### config.mk
export PLATFORM = sky130hd
export DESIGN_NAME = nfa_core
export DESIGN_NICKNAME = d
export VERILOG_FILES = /design/src/rtl/nfa_pkg.sv /design/src/rtl/nfa_decode.sv /design/src/rtl/nfa_adder.sv /design/src/rtl/nfa_flagpack.sv /design/src/rtl/nfa_core.sv
export SDC_FILE = /design/constraint.sdc
export NUM_CORES = 1
export LEC_CHECK = 0
export BUFFER_PORTS_ARGS = -buffer_cell sky130_fd_sc_hd__buf_2
export CAP_MARGIN = 0
export CORE_MARGIN = 1.5
export CORE_UTILIZATION = 39
export DETAILED_ROUTE_END_ITERATION = 16
export PLACE_DENSITY = 0.9
export REMOVE_ABC_BUFFERS = 1
export SYNTH_ARGS = -nofsm -noshare
export SYNTH_HDL_FRONTEND = slang
export SYNTH_SLANG_ARGS = --single-unit
### constraint.sdc
create_clock -name vclk -period 3.7
set_input_delay 0.185 -clock vclk [all_inputs]
set_output_delay 0.185 -clock vclk [all_outputs]
set_load 0.01 [all_outputs]
### src/rtl/nfa_pkg.sv
package nfa_pkg;

   localparam int OP_W = 3;

   typedef enum logic [OP_W-1:0] {
      NFA_ADD  = 3'd0,
      NFA_SUB  = 3'd1,
      NFA_INC  = 3'd2,
      NFA_DEC  = 3'd3,
      NFA_PASS = 3'd4
   } nfa_op_e;

   typedef struct packed {
      logic use_one;   // second adder operand is the constant one
      logic invert;    // adder operand is complemented (subtract forms)
      logic carry_in;  // carry into bit 0
      logic is_arith;  // result and flags come from the adder
      logic keep_c;    // carry flag is held from the incoming byte
      logic sub_flag;  // value of the subtract flag
   } nfa_ctl_t;

   localparam int ADDER_RIPPLE = 0;
   localparam int ADDER_SPLIT  = 1;

endpackage

### src/rtl/nfa_decode.sv
module nfa_decode
   import nfa_pkg::*;
(
   input  logic [OP_W-1:0] op_i,
   output nfa_ctl_t        ctl_o
);

   always_comb begin
      ctl_o = '0;
      case (op_i)
         NFA_ADD: begin
            ctl_o.is_arith = 1'b1;
         end
         NFA_SUB: begin
            ctl_o.is_arith = 1'b1;
            ctl_o.invert   = 1'b1;
            ctl_o.carry_in = 1'b1;
            ctl_o.sub_flag = 1'b1;
         end
         NFA_INC: begin
            ctl_o.is_arith = 1'b1;
            ctl_o.use_one  = 1'b1;
            ctl_o.keep_c   = 1'b1;
         end
         NFA_DEC: begin
            ctl_o.is_arith = 1'b1;
            ctl_o.use_one  = 1'b1;
            ctl_o.invert   = 1'b1;
            ctl_o.carry_in = 1'b1;
            ctl_o.keep_c   = 1'b1;
            ctl_o.sub_flag = 1'b1;
         end
         default: begin
            ctl_o = '0;
         end
      endcase
   end

endmodule

### src/rtl/nfa_adder.sv
module nfa_adder
   import nfa_pkg::*;
#(
   parameter int DATA_W = 8,
   parameter int NIB_W  = 4,
   parameter int STYLE  = ADDER_RIPPLE
) (
   input  logic [DATA_W-1:0] x_i,
   input  logic [DATA_W-1:0] y_i,
   input  logic              cin_i,
   output logic [DATA_W-1:0] sum_o,
   output logic              half_o,
   output logic              cout_o
);

   localparam int HI_W = DATA_W - NIB_W;

   if (NIB_W < 1 || NIB_W >= DATA_W) begin : g_bad_nib
      $error("nfa_adder: NIB_W must lie strictly inside DATA_W");
   end
   if (STYLE != ADDER_RIPPLE && STYLE != ADDER_SPLIT) begin : g_bad_style
      $error("nfa_adder: unknown STYLE");
   end

   if (STYLE == ADDER_RIPPLE) begin : g_ripple
      logic [DATA_W:0] chain;
      assign chain[0] = cin_i;
      for (genvar i = 0; i < DATA_W; i++) begin : g_bit
         assign sum_o[i]    = x_i[i] ^ y_i[i] ^ chain[i];
         assign chain[i+1]  = (x_i[i] & y_i[i]) | (chain[i] & (x_i[i] ^ y_i[i]));
      end
      assign half_o = chain[NIB_W];
      assign cout_o = chain[DATA_W];


      always_comb begin
         ripple_sum_chk: assert ({cout_o, sum_o} ==
                                 ({1'b0, x_i} + {1'b0, y_i} + {{DATA_W{1'b0}}, cin_i}))
            else $error("ripple chain disagrees with wide sum");
      end
   end else begin : g_split
      logic [NIB_W:0] lo_sum;
      logic [HI_W:0]  hi_sum;
      assign lo_sum = {1'b0, x_i[NIB_W-1:0]} + {1'b0, y_i[NIB_W-1:0]}
                    + {{NIB_W{1'b0}}, cin_i};
      assign hi_sum = {1'b0, x_i[DATA_W-1:NIB_W]} + {1'b0, y_i[DATA_W-1:NIB_W]}
                    + {{HI_W{1'b0}}, lo_sum[NIB_W]};
      assign sum_o  = {hi_sum[HI_W-1:0], lo_sum[NIB_W-1:0]};
      assign half_o = lo_sum[NIB_W];
      assign cout_o = hi_sum[HI_W];
   end

endmodule

### src/rtl/nfa_flagpack.sv
module nfa_flagpack
   import nfa_pkg::*;
#(
   parameter int DATA_W = 8,
   parameter int FLAG_W = 8,
   parameter int Z_POS  = 7,
   parameter int N_POS  = 6,
   parameter int H_POS  = 5,
   parameter int C_POS  = 4
) (
   input  nfa_ctl_t          ctl_i,
   input  logic [DATA_W-1:0] res_i,
   input  logic              half_i,
   input  logic              carry_i,
   input  logic [FLAG_W-1:0] flags_i,
   output logic [FLAG_W-1:0] flags_o
);

   logic z_nxt, n_nxt, h_nxt, c_nxt;

   always_comb begin
      if (ctl_i.is_arith) begin
         z_nxt = (res_i == '0);
         n_nxt = ctl_i.sub_flag;
         h_nxt = half_i;
         c_nxt = ctl_i.keep_c ? flags_i[C_POS] : carry_i;
      end else begin
         z_nxt = flags_i[Z_POS];
         n_nxt = flags_i[N_POS];
         h_nxt = flags_i[H_POS];
         c_nxt = flags_i[C_POS];
      end
   end

   for (genvar i = 0; i < FLAG_W; i++) begin : g_fbit
      if (i == Z_POS) begin : g_z
         assign flags_o[i] = z_nxt;
      end else if (i == N_POS) begin : g_n
         assign flags_o[i] = n_nxt;
      end else if (i == H_POS) begin : g_h
         assign flags_o[i] = h_nxt;
      end else if (i == C_POS) begin : g_c
         assign flags_o[i] = c_nxt;
      end else begin : g_zero
         assign flags_o[i] = 1'b0;
      end
   end


   always_comb begin
      if (ctl_i.is_arith) begin
         sub_flag_chk: assert (flags_o[N_POS] == ctl_i.sub_flag)
            else $error("subtract flag does not follow operation");
      end
   end

endmodule

### src/rtl/nfa_core.sv
module nfa_core
   import nfa_pkg::*;
#(
   parameter int DATA_W = 8,
   parameter int NIB_W  = 4,
   parameter int FLAG_W = 8,
   parameter int Z_POS  = 7,
   parameter int N_POS  = 6,
   parameter int H_POS  = 5,
   parameter int C_POS  = 4,
   parameter int STYLE  = ADDER_RIPPLE
) (
   input  logic [DATA_W-1:0] a_in,
   input  logic [DATA_W-1:0] b_in,
   input  logic [OP_W-1:0]   op_sel,
   input  logic [FLAG_W-1:0] flags_in,
   output logic [DATA_W-1:0] result_out,
   output logic [FLAG_W-1:0] flags_out
);

   localparam logic [DATA_W-1:0] ONE = DATA_W'(1);

   if (DATA_W < 2) begin : g_bad_w
      $error("nfa_core: DATA_W too small");
   end
   if (Z_POS >= FLAG_W || N_POS >= FLAG_W || H_POS >= FLAG_W || C_POS >= FLAG_W)
   begin : g_bad_pos
      $error("nfa_core: flag position outside flag byte");
   end
   if (Z_POS == N_POS || Z_POS == H_POS || Z_POS == C_POS ||
       N_POS == H_POS || N_POS == C_POS || H_POS == C_POS) begin : g_dup_pos
      $error("nfa_core: flag positions overlap");
   end

   nfa_ctl_t          ctl;
   logic [DATA_W-1:0] y_sel, y_add, sum;
   logic              half_raw, cout_raw, half_flag, carry_flag;

   nfa_decode u_dec (
      .op_i  (op_sel),
      .ctl_o (ctl)
   );

   assign y_sel = ctl.use_one ? ONE : b_in;
   assign y_add = ctl.invert ? ~y_sel : y_sel;

   nfa_adder #(
      .DATA_W (DATA_W),
      .NIB_W  (NIB_W),
      .STYLE  (STYLE)
   ) u_add (
      .x_i    (a_in),
      .y_i    (y_add),
      .cin_i  (ctl.carry_in),
      .sum_o  (sum),
      .half_o (half_raw),
      .cout_o (cout_raw)
   );

   // Subtract forms report a borrow: the complement of the carry out.
   assign half_flag  = ctl.invert ? ~half_raw : half_raw;
   assign carry_flag = ctl.invert ? ~cout_raw : cout_raw;
   assign result_out = ctl.is_arith ? sum : b_in;

   nfa_flagpack #(
      .DATA_W (DATA_W),
      .FLAG_W (FLAG_W),
      .Z_POS  (Z_POS),
      .N_POS  (N_POS),
      .H_POS  (H_POS),
      .C_POS  (C_POS)
   ) u_flg (
      .ctl_i   (ctl),
      .res_i   (result_out),
      .half_i  (half_flag),
      .carry_i (carry_flag),
      .flags_i (flags_in),
      .flags_o (flags_out)
   );

   always_comb begin
      if (op_sel <= OP_W'(NFA_DEC)) begin

         zero_flag_chk: assert (flags_out[Z_POS] == (result_out == '0))
            else $error("zero flag disagrees with result");
      end
      if (op_sel == OP_W'(NFA_INC) || op_sel == OP_W'(NFA_DEC)) begin

         carry_keep_chk: assert (flags_out[C_POS] == flags_in[C_POS])
            else $error("carry flag moved on increment or decrement");
      end
      if (op_sel >= OP_W'(NFA_PASS)) begin

         pass_thru_chk: assert (result_out == b_in &&
                                flags_out[Z_POS] == flags_in[Z_POS] &&
                                flags_out[N_POS] == flags_in[N_POS] &&
                                flags_out[H_POS] == flags_in[H_POS] &&
                                flags_out[C_POS] == flags_in[C_POS])
            else $error("pass-through altered result or flags");
      end
   end

endmodule

==> results.yml <==
outcome:
  run_status: "finished, violations left"
  violations: "negative setup slack"
final_layout:
  layout.nets: 150
  syn_to_final_growth_pct: 42.1
  drive_gt1_share_pct: 55.3
  antenna_cells: 0
  seq_area_sq_um: 0
  clkbuf_count: 0
  instances_no_fill: 129
  nFlopsAndLatches: 0
worst_setup_path:
  cpPeakStageDelay_ns: 0.55
  crit_arrival_ns: 3.61
  end_kind: "primary output"
  path_delay_family: "adder cells"
  cp_data_required_time_ns: 3.51
  cp.buffers_inverters: 5
  worstSetupPathType: "primary input to primary output"
  crit_cells: 17
  path_max_fanout: 4
  crit_top_cell: "fa_2"
  path_cells: "buf_2 -> and2b_1 -> a21oi_2 -> o22a_1 -> fa_1 -> inv_1 -> fa_1 -> inv_1 -> fa_2 -> fa_2 -> inv_1 -> fa_2 -> fa_2 -> fa_2 -> nand4_1 -> o31ai_2 -> buf_2"
  worst_setup_path_start_kind: "primary input"
  cpMaxStageDelayCell: "fa_2"
routing:
  drt_iter0_drc: 6
  via_per_inst: 4.95
  dr.pass1.iters: 4
  drc: 0
  vias: 639
  post_drt_wl_per_cell_um: 11.2
  antenna_left: 0
  wl_um: 1440
global_route:
  grt_max_degree: 12
  grt_overflow: 0
  grt_pass1_vias: 569
  grt_pass1_wl_um: 2300
  track_usage_pct: 19.5
  antenna_found_initial: 0
min_path:
  hp-class: "primary input to primary output"
  hold_depth: 3
  hold_path_end: "flags_out[6]"
  holdCritStartpoint: "flags_in[6]"
floorplan:
  die_y_um: 41.3
  core_area_sq_mm: 0.00133
  initial_core_util_pct: 42.8
  die-area_sq_mm: 0.00170
  io-pin-count: 43
  die_w_um: 41.3
  row_count: 13
power_and_ir_drop:
  worst_ir_drop_vdd_mv: 0.0908
  power_density_mw_per_mm2: 180
  p_leak_nw: 0.413
sta:
  finalHoldViolCount: 0
  max_freq_mhz: 263
  final.setup.tns_ns: -0.0952
  fin_crit_sh_pct: 103
  drv_slew: 0
  layout_min_cycle_time_ns: 3.80
  setup_viol_count_final: 1
  fin_ws_ns: -0.0952
  rsz0062_at_grt: "true"
  worst_hold_slack_ns: 0.656
placed_design:
  portBuffers: 35
  placed_cells: 129
  post-dp-hpwl_um: 1260
  gp_congestion: 0.907
clock_tree:
  postCtsHoldBufs: 0
  post-cts-setup-buffers: 0
synth:
  ys_types: 26
  synth_warnings: 0
  syn_inst: 75
  syn_area_per_cell_sq_um: 7.61
  ys_seq_area_share_pct: 0
  synth_area_sq_um: 571
run:
  cap_violations: 0
worst max-delay path by stage:
| stage | end | slack [ns] | from |
|---|---|---|---|
| CTS | flags_out[7] | -0.16 | op_sel[1] |
| global route | flags_out[7] | -0.28 | op_sel[1] |
| global placement | flags_out[7] | -0.08 | op_sel[1] |
| finish | flags_out[7] | -0.1 | op_sel[1] |
| detailed placement | flags_out[7] | -0.21 | op_sel[1] |
| floorplan | flags_out[7] | 0.11 | op_sel[0] |
cell families after synthesis:
group,Yosys count,share of synthesized area [%]
adders and majority gates,7,24.6
buffers and inverters,20,20.4
muxes,3,5.92
and+or+nand+nor,16,14.5
other,1,0.657
AOI/OAI and AO/OA,26,30.9
xor gates and xnor gates,2,3.07
layer usage:
metal	wire (um)	track usage, %	vias to the layer above
met5	0	0	-
li1	-	-	324
met1	646	27.5	282
met3	103	0	0
met4	0	0	0
met2	690	35.2	33
cells in the final DEF, fill, tap and decap left out, types with 3 or more instances in the layout:
cell / count
a21oi_1: 12
buf_4: 12
o22a_1: 3
inv_1: 8
nor2_1: 7
nand2_1: 3
buf_2: 35
fa_2: 5
conb_1: 4
mux2_2: 3
o22ai_1: 4
per-stage QoR:
stage	worst slack, ns	area (sq um)	utilization, %	power [mW]
after global routing	-0.276	811	60.8	0.162
after detailed placement	-0.205	786	58.9	0.139
after CTS	-0.164	791	59.3	0.141
after floorplan	0.111	502	-	0.0772
final	-0.0952	811	60.8	0.146
after global placement	-0.0793	786	58.9	0.133
power breakdown:
part,switching (mW),leakage (nW),internal (mW)
Combinational,0.0731,0.413,0.0726
Sequential,0,0,0
Clock,0,0,0
layout make-up:
cell class / count / area (sq um)
well taps: 15 / 18.8
fillers: 134 / 523
multi-input cells: 58 / 490
repair buffers: 47 / 265
inverters: 9 / 36.3
synthesized netlist by cell type:
master     n  area [sq um]
a21o_1     1          7.51
a21oi_1   13          65.1
a31oi_4    1          21.3
and2_4     1          8.76
and2b_1    2          15.0
buf_2      1          5.00
buf_4      8          60.1
buf_6      1          11.3
clkbuf_1   1          3.75
conb_1     1          3.75
fa_1       7           140
inv_1      8          30.0
inv_4      1          6.26
mux2_2     3          33.8
nand2_1    3          11.3
nand4_1    1          6.26
nor2_1     7          26.3
nor2b_1    1          6.26
nor4b_1    1          8.76
o21ai_0    2          10.0
o21ai_2    1          8.76
o22a_1     3          26.3
o22ai_1    4          25.0
o31ai_2    1          12.5
xnor2_1    1          8.76
xor2_1     1          8.76
what timing repair did:
action | 4_1_cts | 5_1_grt
gates cloned | 0 | 0
setup endpoints to repair | 2 | 3
resized for setup | 2 | 6
pin swaps | 1 | 1
No activity file was read; power rests on OpenSTA's default activity.
